**config.mk**
```make
export PLATFORM = sky130hd
export DESIGN_NAME = spi_sck_prescaler
export DESIGN_NICKNAME = d
export VERILOG_FILES = /design/src/rtl/spi_pscl_pkg.sv /design/src/rtl/spi_pscl_ratio.sv /design/src/rtl/spi_pscl_counter.sv /design/src/rtl/spi_pscl_level.sv /design/src/rtl/spi_sck_prescaler.sv
export SDC_FILE = /design/constraint.sdc
export NUM_CORES = 1
export LEC_CHECK = 0
export BUFFER_PORTS_ARGS = -buffer_cell sky130_fd_sc_hd__buf_2
export CORE_AREA = 2 2 62 64
export CTS_CLUSTER_SIZE = 14
export DETAILED_ROUTE_END_ITERATION = 16
export DIE_AREA = 0 0 64 66
export GPL_TIMING_DRIVEN = 0
export PLACE_DENSITY = 0.62
export SETUP_SLACK_MARGIN = 0.4
export SLEW_MARGIN = 15
export SYNTH_ARGS = -nofsm -noshare
export SYNTH_HDL_FRONTEND = slang
export SYNTH_HIERARCHICAL = 1
export SYNTH_SLANG_ARGS = --single-unit
```
**constraint.sdc**
```tcl
create_clock -name clk -period 3 [get_ports clk]
set_input_delay 0.6 -clock clk [delete_from_list [all_inputs] [get_ports clk]]
set_output_delay 0.6 -clock clk [all_outputs]
set_load 0.03 [all_outputs]
```
**src/rtl/spi_pscl_pkg.sv**
```systemverilog
package spi_pscl_pkg;
    parameter int PSC_PM_W = 4;

    typedef struct packed {
        logic [PSC_PM_W-1:0] pm;
        logic                fast;
        logic                div16;
        logic                cpol;
    } pscl_cfg_t;
endpackage

```
**src/rtl/spi_pscl_ratio.sv**
```systemverilog
module spi_pscl_ratio
    import spi_pscl_pkg::*;
#(
    parameter int DIV_EXP = 4,
    parameter int CNT_W   = PSC_PM_W + DIV_EXP + 2
) (
    input  pscl_cfg_t        cfg,
    output logic [CNT_W-1:0] half_m1
);
    logic [CNT_W-1:0] base;
    logic [CNT_W-1:0] half;

    always_comb begin
        base = CNT_W'(cfg.pm) + CNT_W'(1);
        // The slow family has twice the half period of the fast one.
        half = cfg.fast ? base : (base << 1);
        if (cfg.div16) begin
            half = half << DIV_EXP;
        end
        half_m1 = half - CNT_W'(1);
    end
endmodule

```
**src/rtl/spi_pscl_counter.sv**
```systemverilog
module spi_pscl_counter #(
    parameter int CNT_W = 10
) (
    input  logic             clk,
    input  logic             rst_n,
    input  logic             run,
    input  logic [CNT_W-1:0] half_m1,
    output logic             wrap,
    output logic             tick
);
    typedef struct packed {
        logic [CNT_W-1:0] cnt;
        logic             tick;
    } cnt_state_t;

    cnt_state_t st_d, st_q;

    always_comb begin
        st_d = st_q;
        wrap = run && (st_q.cnt == half_m1);
        st_d.tick = wrap;
        if (!run || wrap) begin
            st_d.cnt = '0;
        end else begin
            st_d.cnt = st_q.cnt + CNT_W'(1);
        end
    end

    always_ff @(posedge clk or negedge rst_n) begin
        if (!rst_n) begin
            st_q <= '0;
        end else begin
            st_q <= st_d;
        end
    end

    assign tick = st_q.tick;

    assert_cnt_in_range_R3: assert property (@(posedge clk) disable iff (!rst_n)
        run |-> st_q.cnt <= half_m1);
    assert_cnt_clears_R9: assert property (@(posedge clk) disable iff (!rst_n)
        !run |=> st_q.cnt == '0);
endmodule

```
**src/rtl/spi_pscl_level.sv**
```systemverilog
module spi_pscl_level (
    input  logic clk,
    input  logic rst_n,
    input  logic run,
    input  logic wrap,
    input  logic cpol,
    output logic sck,
    output logic rise,
    output logic fall
);
    typedef struct packed {
        logic sck;
        logic rise;
        logic fall;
    } lvl_state_t;

    lvl_state_t st_d, st_q;

    always_comb begin
        st_d      = st_q;
        st_d.rise = 1'b0;
        st_d.fall = 1'b0;
        if (!run) begin
            st_d.sck = cpol;
        end else if (wrap) begin
            st_d.sck  = ~st_q.sck;
            st_d.rise = ~st_q.sck;
            st_d.fall = st_q.sck;
        end
    end

    always_ff @(posedge clk or negedge rst_n) begin
        if (!rst_n) begin
            st_q <= '0;
        end else begin
            st_q <= st_d;
        end
    end

    assign sck  = st_q.sck;
    assign rise = st_q.rise;
    assign fall = st_q.fall;

    assert_idle_level_R2: assert property (@(posedge clk) disable iff (!rst_n)
        !run |=> (sck == $past(cpol)) && !rise && !fall);
    assert_rise_high_R7: assert property (@(posedge clk) disable iff (!rst_n)
        rise |-> sck);
    assert_fall_low_R7: assert property (@(posedge clk) disable iff (!rst_n)
        fall |-> !sck);
    assert_edge_onehot_R7: assert property (@(posedge clk) disable iff (!rst_n)
        $onehot0({rise, fall}));
endmodule

```
**src/rtl/spi_sck_prescaler.sv**
```systemverilog
module spi_sck_prescaler
    import spi_pscl_pkg::*;
#(
    parameter int DIV_EXP = 4
) (
    input  logic                clk,
    input  logic                rst_n,
    input  logic                run,
    input  logic [PSC_PM_W-1:0] cfg_pm,
    input  logic                cfg_fast,
    input  logic                cfg_div16,
    input  logic                cfg_cpol,
    output logic                half_tick,
    output logic                sck,
    output logic                rise_tick,
    output logic                fall_tick
);
    localparam int CNT_W = PSC_PM_W + DIV_EXP + 2;

    pscl_cfg_t        cfg_d, cfg_q;
    logic [CNT_W-1:0] half_m1;
    logic             wrap;

    always_comb begin
        cfg_d = cfg_q;
        if (!run) begin
            cfg_d.pm    = cfg_pm;
            cfg_d.fast  = cfg_fast;
            cfg_d.div16 = cfg_div16;
            cfg_d.cpol  = cfg_cpol;
        end
    end

    always_ff @(posedge clk or negedge rst_n) begin
        if (!rst_n) begin
            cfg_q <= '0;
        end else begin
            cfg_q <= cfg_d;
        end
    end

    spi_pscl_ratio #(.DIV_EXP(DIV_EXP), .CNT_W(CNT_W)) i_ratio (
        .cfg     (cfg_q),
        .half_m1 (half_m1)
    );

    spi_pscl_counter #(.CNT_W(CNT_W)) i_counter (
        .clk     (clk),
        .rst_n   (rst_n),
        .run     (run),
        .half_m1 (half_m1),
        .wrap    (wrap),
        .tick    (half_tick)
    );

    spi_pscl_level i_level (
        .clk   (clk),
        .rst_n (rst_n),
        .run   (run),
        .wrap  (wrap),
        .cpol  (cfg_cpol),
        .sck   (sck),
        .rise  (rise_tick),
        .fall  (fall_tick)
    );

    assert_tick_toggles_R6: assert property (@(posedge clk) disable iff (!rst_n)
        run && wrap |=> half_tick && (sck != $past(sck)));
    assert_hold_level_R6: assert property (@(posedge clk) disable iff (!rst_n)
        run && !wrap |=> !half_tick && $stable(sck));
    assert_edges_match_tick_R7: assert property (@(posedge clk) disable iff (!rst_n)
        half_tick == (rise_tick || fall_tick));
endmodule

```
# [Word level (Yosys, flattened, before mapping)]
# Index checks and enable logic that the tools add are counted.
[word_totals] regBits=20 input_bits=10 wordCells=23
[op_classes] addsub=3 eq_ne=2 muxes=6 bitwise_logic=1 n_reduce_logical=3
[ops] op="$mux 10" count=3
[ops] op="$add 10x1->10 const B" count=1
[ops] op="$eq 10x10->1" count=1
[ops] op="$sub 10x1->10 const B" count=1
[ops] op="$add 4x1->5 const B" count=1
[ops] op="$mux 3" count=1
[ops] op="$mux 2" count=1
[ops] op="$ne 2x1->1 const B" count=1
[ops] op="$logic_and 1x1->1" count=1
[ops] op="$logic_not 1->1" count=1
[ops] op="$logic_or 1x1->1" count=1
[ops] op="$mux 1" count=1
[ops] op="$not 1->1" count=1

# [Logic depth before layout (Yosys ltp)]
[depth] depth_word=8 depth_mapped=14 mapped_depth_nobuf=13

# [Modules after synthesis]
# Netlist, hierarchy kept.
[by_module_without_submodules] module="spi_pscl_counter" n_inst=1 cells_each=56 area_each_um2=588.1 seq_area_each_um2=275.3
[by_module_without_submodules] module="spi_pscl_ratio" n_inst=1 cells_each=70 area_each_um2=485.5 seq_area_each_um2=0.0
[by_module_without_submodules] module="spi_sck_prescaler" n_inst=1 cells_each=15 area_each_um2=291.5 seq_area_each_um2=175.2
[by_module_without_submodules] module="spi_pscl_level" n_inst=1 cells_each=9 area_each_um2=107.6 seq_area_each_um2=75.1

# [Worst setup path before layout]
# Ideal clock, no wire load.
[synth_path] path_kind="register -> register" from="reg cfg_q[4] (netlist name)" to="reg i_level.st_q (netlist bit i_level/sck)" setup_time_ps=123 arrival_ps=2771 t_required_ps=2877 setup_slack_ps=106 path_stages_with_launch=15 n_path_buf=1 cell_sequence="dfrtp_1 > ha_1 > nand2_1 > o21ai_1 > nand2b_1 > ha_1 > buf_1 > o211ai_1 > xor2_1 > mux2i_1 > xnor2_1 > nand4_1 > nor4_1 > xnor2_1 > a21oi_1"
[synth_between] elab_chain_len=7
[synth_lines] element="start, declared" line_no="spi_sck_prescaler.sv:20" text="pscl_cfg_t cfg_d, cfg_q;"
[synth_lines] element="start signal, assigned" line_no="spi_sck_prescaler.sv:38" text="cfg_q <= cfg_d;"
[synth_lines] element="$add 4x1->5" line_no="spi_pscl_ratio.sv:14" text="base = CNT_W'(cfg.pm) + CNT_W'(1);"
[synth_lines] element="$mux 10" line_no="spi_pscl_ratio.sv:16" text="half = cfg.fast ? base : (base << 1);"
[synth_lines] element="$mux 10" line_no="spi_pscl_ratio.sv:17" text="if (cfg.div16) begin"
[synth_lines] element="$sub 10x1->10" line_no="spi_pscl_ratio.sv:20" text="half_m1 = half - CNT_W'(1);"
[synth_lines] element="named net half_m1[4]" line_no="spi_sck_prescaler.sv:21" text="logic [CNT_W-1:0] half_m1;"
[synth_lines] element="$eq 10x10->1" line_no="spi_pscl_counter.sv:20" text="wrap = run && (st_q.cnt == half_m1);"
[synth_lines] element="$logic_and 1x1->1" line_no="spi_pscl_counter.sv:20"
[synth_lines] element="named net wrap" line_no="spi_sck_prescaler.sv:22" text="logic wrap;"
[synth_lines] element="$ne 2x1->1 (no line)"
[synth_lines] element="end signal, assigned" line_no="spi_pscl_level.sv:36" text="st_q <= st_d;"
[synth_lines] element="end, declared" line_no="spi_pscl_level.sv:17" text="lvl_state_t st_d, st_q;"
# The timed path passes the listed nets, and every way through them passes these cells.
# A chain may end at the register's enable or synchronous reset.

# [Worst setup path in the final report]
# Same ends and word-level chain as after synthesis.

==> flow_summary_export.csv <==
group,metric,value,unit
critical_path,cpMostUsedCell,"xnor2_1",
critical_path,crit_family,"simple AND/OR/NAND/NOR gates",
routing,vias,1139,
timing,skew,0.004105,ns
placed_design,portBuffers,13,
critical_path,rr_startpoint,"cfg_q[4]",
finish,syn_to_final_growth,26.11,%
power,power_leakage,0.7720,nW
critical_path,crit_slowest_cell,"dfrtp_2",
timing,final.min_clock_period,2.776,ns
power,pwr_density_cell,436.0,mW/mm²
synthesis,syn-num-nets,161,
critical_path,crit_path_max_incr_delay,0.45,ns
critical_path,cp.arrival,2.96,ns
finish,finalNetCount,189,
critical_path,worst_ep_required_time,3.19,ns
timing,rsz0062_at_grt,"true",
clock_tree,cts_tree,"yes",
clock_tree,ctsLongestPathBuffers,2,
critical_path,cp_num_buf_inv,1,
die,die_w,64,µm
timing,worst_pin_slew,0.4410,ns
timing,drv_slew,0,
finish,drive_above_1_share,0.4000,
min_path,hp-class,"input port to asynchronous set/reset pin",
critical_path,crit_chain,"ha_4 -> or3_4 -> o221ai_4 -> o2bb2ai_2 -> a211oi_2 -> o22a_1 -> xnor2_1 -> nand4_1 -> buf_6 -> nor4_4 -> xnor2_1 -> a21oi_1",
die,core,0.003551,mm²
clock_tree,insertion_delay,0.29,ns
finish,multi_input_area,987.2,µm²
grt,grtUsageTotal,0.1522,
routing,drt_iter0_drc,85,
clock_tree,cts_made_buffers,3,
routing,totalWireLength,2998,µm
routing,dr.pass1.iters,4,
finish,fin_area,0.001807,mm²
job,maxCapViolCount,0,
critical_path,setup.worst_path.end_class,"register",
timing,tns,0,ns
clock_tree,htreeDepth,1,
placed_design,gp_congestion,0.8325,
die,die_area,0.004224,mm²
synthesis,syn_area,0.001433,mm²
die,start_util,0.4035,
synthesis,syn_area_per_cell,9.680,µm²
grt,antenna_found_initial,0,
finish,regArea,504.2,µm²
grt,first_global_vias,1108,
critical_path,rr_worst_depth,12,
power,peakVddDrop,0.0002671,V
finish,nFillCells,344,
grt,grt_max_degree,21,
timing,fin_crit_sh,0.9254,
critical_path,startpoint_type,"register",
critical_path,r2r_end,"i_level/sck",
finish,antenna_cells,0,
critical_path,criticalPathCategory,"register to register",
routing,routedWlPerCell,13.44,µm
synthesis,ys_warn_count,6,
timing,slew_headroom,0.7060,
die,ios,14,
routing,ant_nets,0,
timing,hold_slack,0.2317,ns
timing,setup_viol,0,
critical_path,rrSetupSlack,0.22,ns
routing,via_per_inst,5.108,
clock_tree,clk_pin_slew,0.11,ns
critical_path,cp_max_fo,6,
die,rows,22,
routing,drc,0,
grt,grt_pass1_wl,5161,µm
timing,fmax,360.2,MHz
placed_design,hpwl,2115,µm
clock_tree,cts_root_buffer,"clkbuf_4",
synthesis,synthCells,148,
die,fp.dieH,66,µm
grt,grt_overflow_total,0,
power,power,787.7,µW
outcome,outcome,"finished, final reports clean",
timing,hold_viol,0,
placed_design,place_area,0.001607,mm²
clock_tree,cts.sinks,20,
-- state kept, by name, summed over array words and instances (netlist names) --
register        cells
i_counter/tick      1
i_level/sck         1
i_level/fall        1
cfg_q               6
i_counter/st_q     10
i_level/rise        1
-- power breakdown --
group / switching (mW) / internal (mW)
registers: 0.0194 / 0.283
clock network: 0.0793 / 0.0739
logic: 0.168 / 0.164
total: 0.267 / 0.521
-- how the worst max path moves through the flow --
stage                        start          end  cells after the start
after floorplan           cfg_q[4]  i_level/sck                     14
after global placement    cfg_q[4]  i_level/sck                     11
after detailed placement  cfg_q[4]  i_level/sck                     11
after CTS                 cfg_q[4]  i_level/sck                     15
after global routing      cfg_q[4]  i_level/sck                     12
final                     cfg_q[4]  i_level/sck                     12
-- final cells by class --
cell class | instances | area share
multi-input cells | 118 | 0.5464
flip-flops and latches | 20 | 0.2791
repair buffers | 23 | 0.08587
well taps | 48 | 0.03324
plain buffers | 6 | 0.02701
clock buffers | 4 | 0.02008
inverters | 4 | 0.008310
-- layout by cell type, fill, tap and decap left out, drive strengths merged, types with 2 or more instances in the layout --
cell	count
buf	28
dfrtp	20
nor2	17
xnor2	15
nand2	11
xor2	10
mux2	8
a21oi	6
nand4	5
nand3	5
clkbuf	5
and3	5
inv	4
nand2b	4
o21ai	3
a21boi	3
ha	3
mux2i	2
-- per-stage QoR --
stage	setup WS, ns	util	cells
after floorplan	0.4066	-	148
after global placement	0.1265	0.4524	209
after detailed placement	0.04319	0.4524	209
after CTS	0.2335	0.4926	222
after global routing	0.05543	0.5088	223
final	0.2237	0.5088	223
-- what timing repair did --
item                                    in CTS  in global routing
pin swaps                                   22                  9
setup buffers                                9                  1
gates resized for setup                     12                 12
endpoints found under the setup margin      14                 14
hold buffers                                 0                  0
-- layer usage --
metal / GRT usage / routed length, µm / vias up
li1: - / - / 565
met1: 0.2111 / 1418 / 553
met2: 0.2487 / 1481 / 19
met3: 0.01193 / 76 / 2
met4: 0.05435 / 23 / 0
met5: 0 / 0 / -
(Power assumes the default switching activity.)
